**config.mk**
```make
export PLATFORM = sky130hd
export DESIGN_NAME = vadv_ctrl
export DESIGN_NICKNAME = d
export VERILOG_FILES = /design/src/rtl/vadv_pkg.sv /design/src/rtl/vadv_classify.sv /design/src/rtl/vadv_select.sv /design/src/rtl/vadv_accum.sv /design/src/rtl/vadv_stats.sv /design/src/rtl/vadv_ctrl.sv
export SDC_FILE = /design/constraint.sdc
export NUM_CORES = 1
export LEC_CHECK = 0
export BUFFER_PORTS_ARGS = -buffer_cell sky130_fd_sc_hd__buf_2
export CAP_MARGIN = 20
export CORE_MARGIN = 4
export CORE_UTILIZATION = 58
export CTS_CLUSTER_DIAMETER = 60
export DETAILED_ROUTE_END_ITERATION = 12
export GPL_ROUTABILITY_DRIVEN = 0
export PLACE_DENSITY_LB_ADDON = 0.12
export SETUP_SLACK_MARGIN = 0.4
export SLEW_MARGIN = 20
export SYNTH_ARGS = -nofsm -noshare
export SYNTH_HDL_FRONTEND = slang
export SYNTH_SLANG_ARGS = --single-unit
```
**constraint.sdc**
```tcl
create_clock -name clk -period 7.75 [get_ports clk]
set_input_delay 0.3875 -clock clk [delete_from_list [all_inputs] [get_ports clk]]
set_output_delay 0.3875 -clock clk [all_outputs]
set_load 0.01 [all_outputs]
```
**src/rtl/vadv_pkg.sv**
```systemverilog
// Shared types for the variable-advance step controller.
package vadv_pkg;
    // Per-cycle advance decision; the encoding is visible at the ports.
    typedef enum logic [1:0] {
        ADV_NONE = 2'b00,
        ADV_FULL = 2'b01,
        ADV_PART = 2'b10
    } adv_e;
endpackage

```
**src/rtl/vadv_classify.sv**
```systemverilog
// Bound comparison: classifies the full-digit residual estimate against the
// convergence bound B and the widened bound B << GAP.
// Assumes d_est is an unsigned truncated divisor and w_full a signed estimate.
module vadv_classify
    import vadv_pkg::*;
#(
    parameter int W_W       = 12,
    parameter int D_W       = 8,
    parameter int GAP       = 2,
    parameter int RHO_NUM   = 1,
    parameter int RHO_SHIFT = 0
) (
    input  logic signed [W_W-1:0] w_full,
    input  logic        [D_W-1:0] d_est,
    output adv_e                  outcome,
    output logic                  w_neg
);
    localparam int RHO_W = $clog2(RHO_NUM + 1);
    localparam int B_W   = D_W + RHO_W + GAP;
    localparam int CMP_W = (W_W + 1 > B_W) ? W_W + 1 : B_W;

    logic signed [W_W:0]   w_ext;
    logic        [CMP_W-1:0] mag;
    logic        [B_W-1:0]   prod;
    logic        [B_W-1:0]   bound_full;
    logic        [B_W-1:0]   bound_part;

    // Magnitude of the residual estimate, one bit wider to hold the most negative value.
    always_comb begin
        w_ext = (W_W + 1)'(w_full);
        if (w_ext < 0) mag = CMP_W'(unsigned'(-w_ext));
        else           mag = CMP_W'(unsigned'(w_ext));
    end

    // Scaled bounds derived from the divisor estimate.
    always_comb begin
        prod       = B_W'(d_est) * B_W'(RHO_NUM);
        bound_full = prod >> RHO_SHIFT;
        bound_part = bound_full << GAP;
    end

    // Three-way decision: full, partial or no advance.
    always_comb begin
        if (mag <= CMP_W'(bound_full))      outcome = ADV_FULL;
        else if (mag <= CMP_W'(bound_part)) outcome = ADV_PART;
        else                                outcome = ADV_NONE;
    end

    assign w_neg = w_full[W_W-1];
endmodule

```
**src/rtl/vadv_select.sv**
```systemverilog
// Outcome multiplexer: picks digit, shift and next residual for the cycle.
// In a no-advance cycle it forms a correction digit of +/-2^(GAP-1)
// and applies it to the full-digit residual at the same weight.
module vadv_select
    import vadv_pkg::*;
#(
    parameter int W_W    = 12,
    parameter int D_W    = 8,
    parameter int QD_W   = 6,
    parameter int LOG2_R = 4,
    parameter int LOG2_P = 2,
    parameter int RES_W  = 22,
    parameter int SH_W   = 3
) (
    input  adv_e                    outcome,
    input  logic                    w_neg,
    input  logic signed [W_W-1:0]   w_full,
    input  logic signed [W_W-1:0]   w_part,
    input  logic        [D_W-1:0]   d_est,
    input  logic signed [QD_W-1:0]  q_full,
    input  logic signed [QD_W-1:0]  q_part,
    output logic signed [QD_W-1:0]  q_sel,
    output logic        [SH_W-1:0]  shift_amt,
    output logic signed [RES_W-1:0] w_next
);
    localparam int GAP      = LOG2_R - LOG2_P;
    localparam int CORR_LOG = (GAP > 0) ? GAP - 1 : 0;

    logic signed [QD_W-1:0]  q_corr;
    logic signed [RES_W-1:0] wf_x;
    logic signed [RES_W-1:0] wp_x;
    logic signed [RES_W-1:0] d_corr;
    logic signed [RES_W-1:0] w_corr;

    // Correction digit and the residual it produces.
    always_comb begin
        wf_x   = RES_W'(w_full);
        wp_x   = RES_W'(w_part);
        d_corr = $signed(RES_W'(d_est) << CORR_LOG);
        if (w_neg) begin
            q_corr = -QD_W'(1 << CORR_LOG);
            w_corr = wf_x + d_corr;
        end else begin
            q_corr = QD_W'(1 << CORR_LOG);
            w_corr = wf_x - d_corr;
        end
    end

    // Route the chosen outcome to the outputs.
    always_comb begin
        unique case (outcome)
            ADV_FULL: begin
                q_sel = q_full; shift_amt = SH_W'(LOG2_R); w_next = wf_x;
            end
            ADV_PART: begin
                q_sel = q_part; shift_amt = SH_W'(LOG2_P); w_next = wp_x;
            end
            default: begin
                q_sel = q_corr; shift_amt = '0; w_next = w_corr;
            end
        endcase
    end
endmodule

```
**src/rtl/vadv_accum.sv**
```systemverilog
// Quotient accumulator with variable shift and advanced-bit counter.
// Assumes the shift never exceeds LOG2_R and that accept is already
// qualified by done and start at the top level.
module vadv_accum #(
    parameter int QD_W        = 6,
    parameter int Q_W         = 64,
    parameter int SH_W        = 3,
    parameter int BIT_W       = 6,
    parameter int TARGET_BITS = 54
) (
    input  logic                   clk,
    input  logic                   rst_n,
    input  logic                   start,
    input  logic                   accept,
    input  logic                   step_en,
    input  logic        [SH_W-1:0] shift_amt,
    input  logic signed [QD_W-1:0] q_sel,
    output logic signed [Q_W-1:0]  quotient,
    output logic       [BIT_W-1:0] bits_done,
    output logic                   done
);
    // Quotient and bit-count state: clear on start, shift-and-add on accept.
    always_ff @(posedge clk) begin
        if (!rst_n || start) begin
            quotient  <= '0;
            bits_done <= '0;
        end else if (accept) begin
            quotient  <= (quotient <<< shift_amt) + Q_W'(q_sel);
            bits_done <= bits_done + BIT_W'(shift_amt);
        end
    end

    // Completion flag from the bit count.
    assign done = (bits_done >= BIT_W'(TARGET_BITS));

    a_r5_bits_grow: assert property (@(posedge clk) disable iff (!rst_n)
        accept |=> bits_done == $past(bits_done) + BIT_W'($past(shift_amt)));
    a_r6_hold_idle: assert property (@(posedge clk) disable iff (!rst_n)
        (!step_en && !start) |=> ($stable(quotient) && $stable(bits_done)));
    a_r7_done_sticky: assert property (@(posedge clk) disable iff (!rst_n)
        (done && !start) |=> (done && $stable(quotient)));
    a_r8_start_clears: assert property (@(posedge clk) disable iff (!rst_n)
        start |=> (bits_done == '0 && quotient == '0));
endmodule

```
**src/rtl/vadv_stats.sv**
```systemverilog
// Outcome counters: one per advance kind, incremented on accepted steps.
// Assumes the outcome code is one of the three legal values.
module vadv_stats
    import vadv_pkg::*;
#(
    parameter int CNT_W = 16
) (
    input  logic                  clk,
    input  logic                  rst_n,
    input  logic                  start,
    input  logic                  accept,
    input  adv_e                  outcome,
    output logic [2:0][CNT_W-1:0] cnt
);
    for (genvar k = 0; k < 3; k++) begin : g_cnt
        // Counter for outcome code k.
        always_ff @(posedge clk) begin
            if (!rst_n || start)                      cnt[k] <= '0;
            else if (accept && outcome == adv_e'(k))  cnt[k] <= cnt[k] + 1'b1;
        end
    end

    a_r9_one_bump: assert property (@(posedge clk) disable iff (!rst_n)
        (accept && !start) |=> (cnt[0] + cnt[1] + cnt[2]) ==
            ($past(cnt[0]) + $past(cnt[1]) + $past(cnt[2]) + 1'b1));
    a_r9_no_bump: assert property (@(posedge clk) disable iff (!rst_n)
        (!accept && !start) |=> $stable(cnt));
endmodule

```
**src/rtl/vadv_ctrl.sv**
```systemverilog
// Top of the variable-advance step controller: classifies the speculative
// residual, selects full, partial or no advance, accumulates the quotient
// and counts outcomes. Assumes the estimates are presented with step_en.
module vadv_ctrl
    import vadv_pkg::*;
#(
    parameter int W_W         = 12,
    parameter int D_W         = 8,
    parameter int QD_W        = 6,
    parameter int LOG2_R      = 4,
    parameter int LOG2_P      = 2,
    parameter int RHO_NUM     = 1,
    parameter int RHO_SHIFT   = 0,
    parameter int TARGET_BITS = 54,
    parameter int CNT_W       = 16,
    localparam int RES_W      = W_W + D_W + 2,
    localparam int Q_W        = TARGET_BITS + LOG2_R + QD_W,
    localparam int BIT_W      = $clog2(TARGET_BITS + LOG2_R + 1),
    localparam int SH_W       = $clog2(LOG2_R + 1)
) (
    input  logic                    clk,
    input  logic                    rst_n,
    input  logic                    start,
    input  logic                    step_en,
    input  logic signed [W_W-1:0]   w_full,
    input  logic signed [W_W-1:0]   w_part,
    input  logic        [D_W-1:0]   d_est,
    input  logic signed [QD_W-1:0]  q_full,
    input  logic signed [QD_W-1:0]  q_part,
    output logic        [1:0]       outcome,
    output logic        [SH_W-1:0]  shift_amt,
    output logic signed [QD_W-1:0]  q_sel,
    output logic signed [RES_W-1:0] w_next,
    output logic signed [Q_W-1:0]   quotient,
    output logic        [BIT_W-1:0] bits_done,
    output logic                    done,
    output logic        [CNT_W-1:0] cnt_full,
    output logic        [CNT_W-1:0] cnt_part,
    output logic        [CNT_W-1:0] cnt_none
);
    localparam int GAP = LOG2_R - LOG2_P;

    adv_e                  adv;
    logic                  w_neg;
    logic                  accept;
    logic [2:0][CNT_W-1:0] cnt;

    vadv_classify #(.W_W(W_W), .D_W(D_W), .GAP(GAP),
                    .RHO_NUM(RHO_NUM), .RHO_SHIFT(RHO_SHIFT)) u_classify (
        .w_full(w_full), .d_est(d_est), .outcome(adv), .w_neg(w_neg));

    vadv_select #(.W_W(W_W), .D_W(D_W), .QD_W(QD_W), .LOG2_R(LOG2_R),
                  .LOG2_P(LOG2_P), .RES_W(RES_W), .SH_W(SH_W)) u_select (
        .outcome(adv), .w_neg(w_neg), .w_full(w_full), .w_part(w_part),
        .d_est(d_est), .q_full(q_full), .q_part(q_part),
        .q_sel(q_sel), .shift_amt(shift_amt), .w_next(w_next));

    // A step counts only while unfinished and not being restarted.
    assign accept = step_en && !done && !start;

    vadv_accum #(.QD_W(QD_W), .Q_W(Q_W), .SH_W(SH_W), .BIT_W(BIT_W),
                 .TARGET_BITS(TARGET_BITS)) u_accum (
        .clk(clk), .rst_n(rst_n), .start(start), .accept(accept),
        .step_en(step_en), .shift_amt(shift_amt), .q_sel(q_sel),
        .quotient(quotient), .bits_done(bits_done), .done(done));

    vadv_stats #(.CNT_W(CNT_W)) u_stats (
        .clk(clk), .rst_n(rst_n), .start(start), .accept(accept),
        .outcome(adv), .cnt(cnt));

    assign outcome  = adv;
    assign cnt_none = cnt[0];
    assign cnt_full = cnt[1];
    assign cnt_part = cnt[2];

    // shift and outcome code stay consistent across the multiplexer.
    a_r2_full_shift: assert property (@(posedge clk) disable iff (!rst_n)
        (adv == ADV_FULL) |-> shift_amt == SH_W'(LOG2_R));
    a_r4_none_noshift: assert property (@(posedge clk) disable iff (!rst_n)
        (adv == ADV_NONE) |-> (shift_amt == '0 && q_sel != '0));
endmodule

```
==> flow_summary.json, run 1 <==
{
  "slew_headroom": 0.325,
  "dieHeight_um": 148,
  "leakage_nw": 5.97,
  "ctsResizeCount": 0,
  "crit_path_top_delay_cell": "a211oi_1",
  "mostFrequentLayoutCell": "nand2_1",
  "hold_start": "start",
  "final_cells": 1955,
  "worstSetupPathType": "input port to flop",
  "cts_buffer_depth": 2,
  "drive_above_1_share": 0.162,
  "io_pins": 200,
  "cap_violations": 0,
  "final_cell_area_um2": 12900,
  "critPathMaxFanout": 30,
  "postSynth.asyncResetShare": 0,
  "nets": 1828,
  "synth_area_leader_cell": "dfxtp_1",
  "yosys_warnings": 0,
  "grt_max_degree": 84,
  "netlist_area_um2": 11300,
  "drt_wl_total_mm": 33.7,
  "p_total_mw": 2.52,
  "r2r_cells": 13,
  "yosys_register_bits": 117,
  "hold_class": "input port to flop",
  "irDropWorstVdd_uv": 181,
  "cp.arrival_ns": 7.03,
  "drtIter0Drc": 942,
  "hold_path_depth": 3,
  "cts_hold_buf": 0,
  "grt_pass1_vias": 11100,
  "seq_area_frac_synth": 0.207,
  "power.switching_mw": 1.05,
  "pwr-share-comb": 0.425,
  "synth_cells": 1549,
  "clkPwrFrac": 0.312,
  "synth-main-ff-cell": "dfxtp_1",
  "skew_ns": 0.0111,
  "timing.hold.ws_ns": 0.380,
  "fin_ws_ns": 1.00,
  "h-tree-depth": 4,
  "final.min_clock_period_ns": 6.75,
  "place_ws_ns": 0.583,
  "post-route-util": 0.682,
  "synth_enable_flop_cells": 0,
  "root_buffer": "clkbuf_16",
  "critPathBufInv": 3,
  "final_cell_mix": "nand2_1 (227), buf_2 (197), a21oi_1 (135)",
  "post_cts_buffers": 0,
  "power_density_nw_per_um2": 195,
  "setup_tns_ns": 0,
  "synthDistinctLibCells": 77,
  "fp.dieArea_um2": 21800,
  "area_delta_synth_final_pct": 14.4,
  "critPathLaunch": "w_full[0]",
  "synth_area_leaders": "dfxtp_1 (21%), ha_1 (11%), nand2_1 (7.6%), mux2i_1 (6.6%), a21oi_1 (6.0%)",
  "port_buffers": 197,
  "yosysTopAreaCellShare": 0.207,
  "finalSetupViolCount": 0,
  "rr_startpoint": "u_accum.quotient[0]",
  "max_freq_ghz": 0.148,
  "placed_cell_area_um2": 12300,
  "worstMarginPinSlew_ns": 0.999,
  "cts_num_sinks": 117,
  "post-route-period-util": 0.871,
  "firstDrtPassIters": 7,
  "fill_cells": 1691,
  "avgViaCountPerCell": 6.10,
  "fp.dieW_um": 148,
  "endpoint_kind": "flop",
  "hold_viol": 0,
  "clkLatencyLatePin_ns": 0.43,
  "start_kind": "input port",
  "grt_overflow": 0,
  "track_usage": 0.299,
  "start_util": 0.596,
  "cts_tree": "yes",
  "p_int_mw": 1.47,
  "syn_avg_cell_area_um2": 7.30,
  "grt_pass1_wl_mm": 55.1,
  "coreArea_um2": 19000,
  "rsz0062_at_grt": "false",
  "fp-row-count": 50,
  "outcome": "completed",
  "slowest_delay_ns": 0.63,
  "vias": 11900,
  "maxSlewViolCount": 0,
  "antenna_found_initial": 1,
  "critPathRequiredTime_ns": 8.04,
  "dpl.cell_count": 1921,
  "cp.depth": 25,
  "routedWlPerCell_um": 17.3,
  "crit_family": "compound AO/OA/AOI/OAI gates",
  "post-dp-hpwl_mm": 24.4,
  "drc": 0,
  "drtAntennaViolNets": 0,
  "swShare": 0.417,
  "seqPwrFrac": 0.264,
  "cts_made_buffers": 17,
  "clkSlewWorstSetupHoldPaths_ns": 0.06
}
==> registers in the layout, summed over array words and instances (netlist names) <==
register / flops
u_accum.bits_done: 5
u_accum.quotient: 64
u_stats.cnt: 48
==> tightest hold or removal path: stages <==
cell and delay (ns):
buf_2 0.12, inv_1 0.12, a31oi_1 0.14
==> cell usage after synthesis (4+ instances only) <==
master,n
a211oi_1,15
a21o_1,49
a21oi_1,135
a31o_2,4
a31oi_1,19
a41oi_1,5
and2_1,12
and3_1,13
and4_1,8
buf_1,11
buf_2,18
buf_4,13
clkbuf_1,55
dfxtp_1,117
ha_1,96
inv_1,35
mux2i_1,74
nand2_1,228
nand2b_1,6
nand3_1,61
nand3b_1,4
nand4_1,29
nor2_1,131
nor2b_1,15
nor3_1,20
nor4_1,4
o211ai_1,15
o21a_1,10
o21ai_0,129
o21bai_1,18
o31ai_1,4
or2_2,5
or3_1,10
or4_1,5
xnor2_1,68
xor2_1,44
==> power groups by stage <==
| stage | Combinational [mW] | Clock (mW) | Sequential, mW |
|---|---|---|---|
| 6_report | 1.07 | 0.785 | 0.664 |
| 5_1_grt | 1.18 | 0.819 | 0.668 |
| 4_1_cts | 1.05 | 0.791 | 0.663 |
| 3_5_place_dp | 1.04 | 0 | 0.677 |
| 3_3_place_gp | 1.03 | 0 | 0.676 |
| 2_1_floorplan | 0.782 | 0 | 0.679 |
==> metal layers <==
layer,track usage,wire [um],vias up,share of wire
li1,-,-,5820,-
met1,0.412,14900,5553,0.44
met2,0.480,15200,493,0.45
met3,0.0512,2830,63,0.084
met4,0.0890,785,0,0.023
met5,0,0,-,0
==> path summary, 6_finish.rpt <==
kind                                        endpoint  slack, ns
worst max-delay path            u_accum.quotient[55]       1.00
worst min-delay path            u_accum.quotient[60]       0.38
worst max register to register  u_accum.quotient[62]       3.99
worst min register to register  u_accum.quotient[63]       0.48
==> final cells by class <==
cell class	instances	area (um^2)	share of cell area
Antenna cell	1	2.50	0.000193
Sequential cell	117	2340	0.181
Multi-Input combinational cell	1301	8460	0.654
Clock buffer	17	425	0.0329
Tap cell	260	325	0.0252
Timing Repair Buffer	208	1090	0.0846
Clock inverter	15	149	0.0115
Inverter	36	138	0.0106
==> cells by family after synthesis <==
family,after synthesis,share of synthesized area
AO/OA/AOI/OAI,445,0.243
XOR/XNOR,112,0.0868
adder cells (fa/ha/maj),99,0.112
buffers and inverters,133,0.0505
flip-flops,117,0.207
multiplexers,77,0.0685
other,1,0.000332
AND/OR/NAND/NOR,565,0.232
No activity file was read; power rests on OpenSTA's default activity.
==> inputs of run 2 (changes only) <==
- CORE_ASPECT_RATIO: unset -> 2
==> run 2 against run 1 <==
  * Sequential power grew 0.6%
  * Fmax is 2.5% higher
  * Critical path depth did not move
  * Critical path type unchanged
  * Largest cell class unchanged
  * Largest power group unchanged
  * Highest routed layer unchanged
==> flow_summary.json, run 2 (synthesis gave the netlist of run 1 again) <==
{
  "seqPwrFrac": 0.257,
  "slew_headroom": 0.358,
  "place_ws_ns": 0.866,
  "top_register": "u_accum.quotient",
  "n_antenna_cell": 0,
  "cts_made_buffers": 17,
  "max_freq_ghz": 0.152,
  "p_int_mw": 1.59,
  "antenna_found_initial": 0,
  "firstDrtPassIters": 5,
  "grt_max_degree": 94,
  "avgViaCountPerCell": 6.16,
  "fill_cells": 1807,
  "h-tree-depth": 4,
  "final.min_clock_period_ns": 6.58,
  "clkSlewWorstSetupHoldPaths_ns": 0.06,
  "final_cells": 1956,
  "nets": 1831,
  "critPathMaxFanout": 24,
  "area_delta_synth_final_pct": 15.2,
  "endpoint_kind": "flop",
  "ctsResizeCount": 0,
  "leakage_nw": 6.01,
  "drtIter0Drc": 709,
  "cts_buffer_depth": 2,
  "power.switching_mw": 1.01,
  "critPathRequiredTime_ns": 8.07,
  "cts_tree": "yes",
  "drc": 0,
  "pwr-share-comb": 0.414,
  "rsz0062_at_grt": "false",
  "grt_overflow": 0,
  "drt_wl_total_mm": 35.5,
  "io_pins": 200,
  "fp.dieArea_um2": 21900,
  "swShare": 0.390,
  "coreArea_um2": 19300,
  "final_cell_mix": "nand2_1 (227), buf_2 (197), a21oi_1 (135)",
  "worstMarginPinSlew_ns": 0.963,
  "start_util": 0.586,
  "post_cts_buffers": 0,
  "root_buffer": "clkbuf_16",
  "grt_pass1_wl_mm": 56.6,
  "setup_tns_ns": 0,
  "crit_top_cell": "ha_1",
  "reg_top3": "u_accum.quotient: 64 flops, u_stats.cnt: 48 flops, u_accum.bits_done: 5 flops",
  "wl_met1_mm": 13.1,
  "slowest_delay_ns": 0.52,
  "drtAntennaViolNets": 0,
  "clkLatencyLatePin_ns": 0.44,
  "dieHeight_um": 205,
  "cp.arrival_ns": 6.90,
  "post-dp-hpwl_mm": 26.6,
  "fin_ws_ns": 1.17,
  "post-route-util": 0.675,
  "mostFrequentLayoutCell": "nand2_1",
  "grt_pass1_vias": 11600,
  "skew_ns": 0.0136,
  "maxSlewViolCount": 0,
  "start_kind": "input port",
  "power_density_nw_per_um2": 200,
  "met3WireLength_mm": 2.23,
  "cts_hold_buf": 0,
  "drive_above_1_share": 0.163,
  "cts_num_sinks": 117,
  "crit_path_top_delay_cell": "or4_1",
  "port_buffers": 197,
  "dpl.cell_count": 1924,
  "hold_viol": 0,
  "hold_class": "input port to flop",
  "fp.dieW_um": 107,
  "fp-row-count": 72,
  "wl_met2_mm": 18.4,
  "finalSetupViolCount": 0,
  "vias": 12000,
  "irDropWorstVdd_uv": 205,
  "track_usage": 0.317,
  "clkPwrFrac": 0.329,
  "routedWlPerCell_um": 18.1,
  "largest_reg_flops": 64,
  "outcome": "completed",
  "worstSetupPathType": "input port to flop",
  "top_layer": "met4",
  "cap_violations": 0,
  "post-route-period-util": 0.849
}
run 2: cell types whose count changed in the layout (fill, tap and decap cells not counted):
cell,previous run,this run
o21ai_2,2,1
buf_12,2,3
clkinv_8,1,0
clkinv_4,0,2
clkbuf_1,0,1
clkinv_2,0,2
bufinv_16,0,4
inv_6,7,4
buf_4,9,12
inv_8,5,0
diode_2,1,0
run 2: critical path, delay by kind of cell:
family | cells | cell delay (ns)
compound gates | 9 | 2.22
xor+xnor | 1 | 0.19
fa+ha+maj | 3 | 0.96
buf+inv | 4 | 0.73
mux | 2 | 0.46
simple gates | 6 | 1.93
run 2: path summary, 6_finish.rpt:
path / from / to / slack, ns / depth (start not counted)
setup / recovery: w_full[0] / u_accum.quotient[57] / 1.17 / 25
hold / removal: rst_n / u_accum.quotient[45] / 0.40 / 3
setup reg to reg: u_accum.quotient[4] / u_accum.quotient[57] / 3.91 / 13
hold reg to reg: u_accum.quotient[63] / u_accum.quotient[63] / 0.48 / 2
run 2: layout make-up:
cell class                 count  area, um^2  share of cell area
timing repair buffer         212        1140              0.0873
multi-input combinational   1300        8450               0.649
tap                          259         324              0.0249
clock buffer                  18         429              0.0330
sequential                   117        2340               0.180
clock inverter                14         198              0.0152
inverter                      36         138              0.0106
run 2: routing by layer:
metal	vias to the layer above	track usage
met2	493	0.584
met4	0	0.160
li1	5810	-
met5	-	0
met1	5610	0.340
met3	135	0.0556
run 2: power by group through the flow:
stage / clock network [mW] / logic, mW / registers [mW]
5_1_grt: 0.893 / 1.18 / 0.671
6_report: 0.857 / 1.08 / 0.668
2_1_floorplan: 0 / 0.782 / 0.679
3_3_place_gp: 0 / 1.04 / 0.680
3_5_place_dp: 0 / 1.06 / 0.680
4_1_cts: 0.868 / 1.06 / 0.667
run 2: per-stage QoR:
step	power [mW]	hold WS, ns	area (um^2)
after floorplan	1.46	0.490	11300
after global routing	2.75	0.403	13000
final	2.60	0.402	13000
after global placement	1.72	0.474	12400
after CTS	2.60	0.383	13000
after detailed placement	1.74	0.474	12400
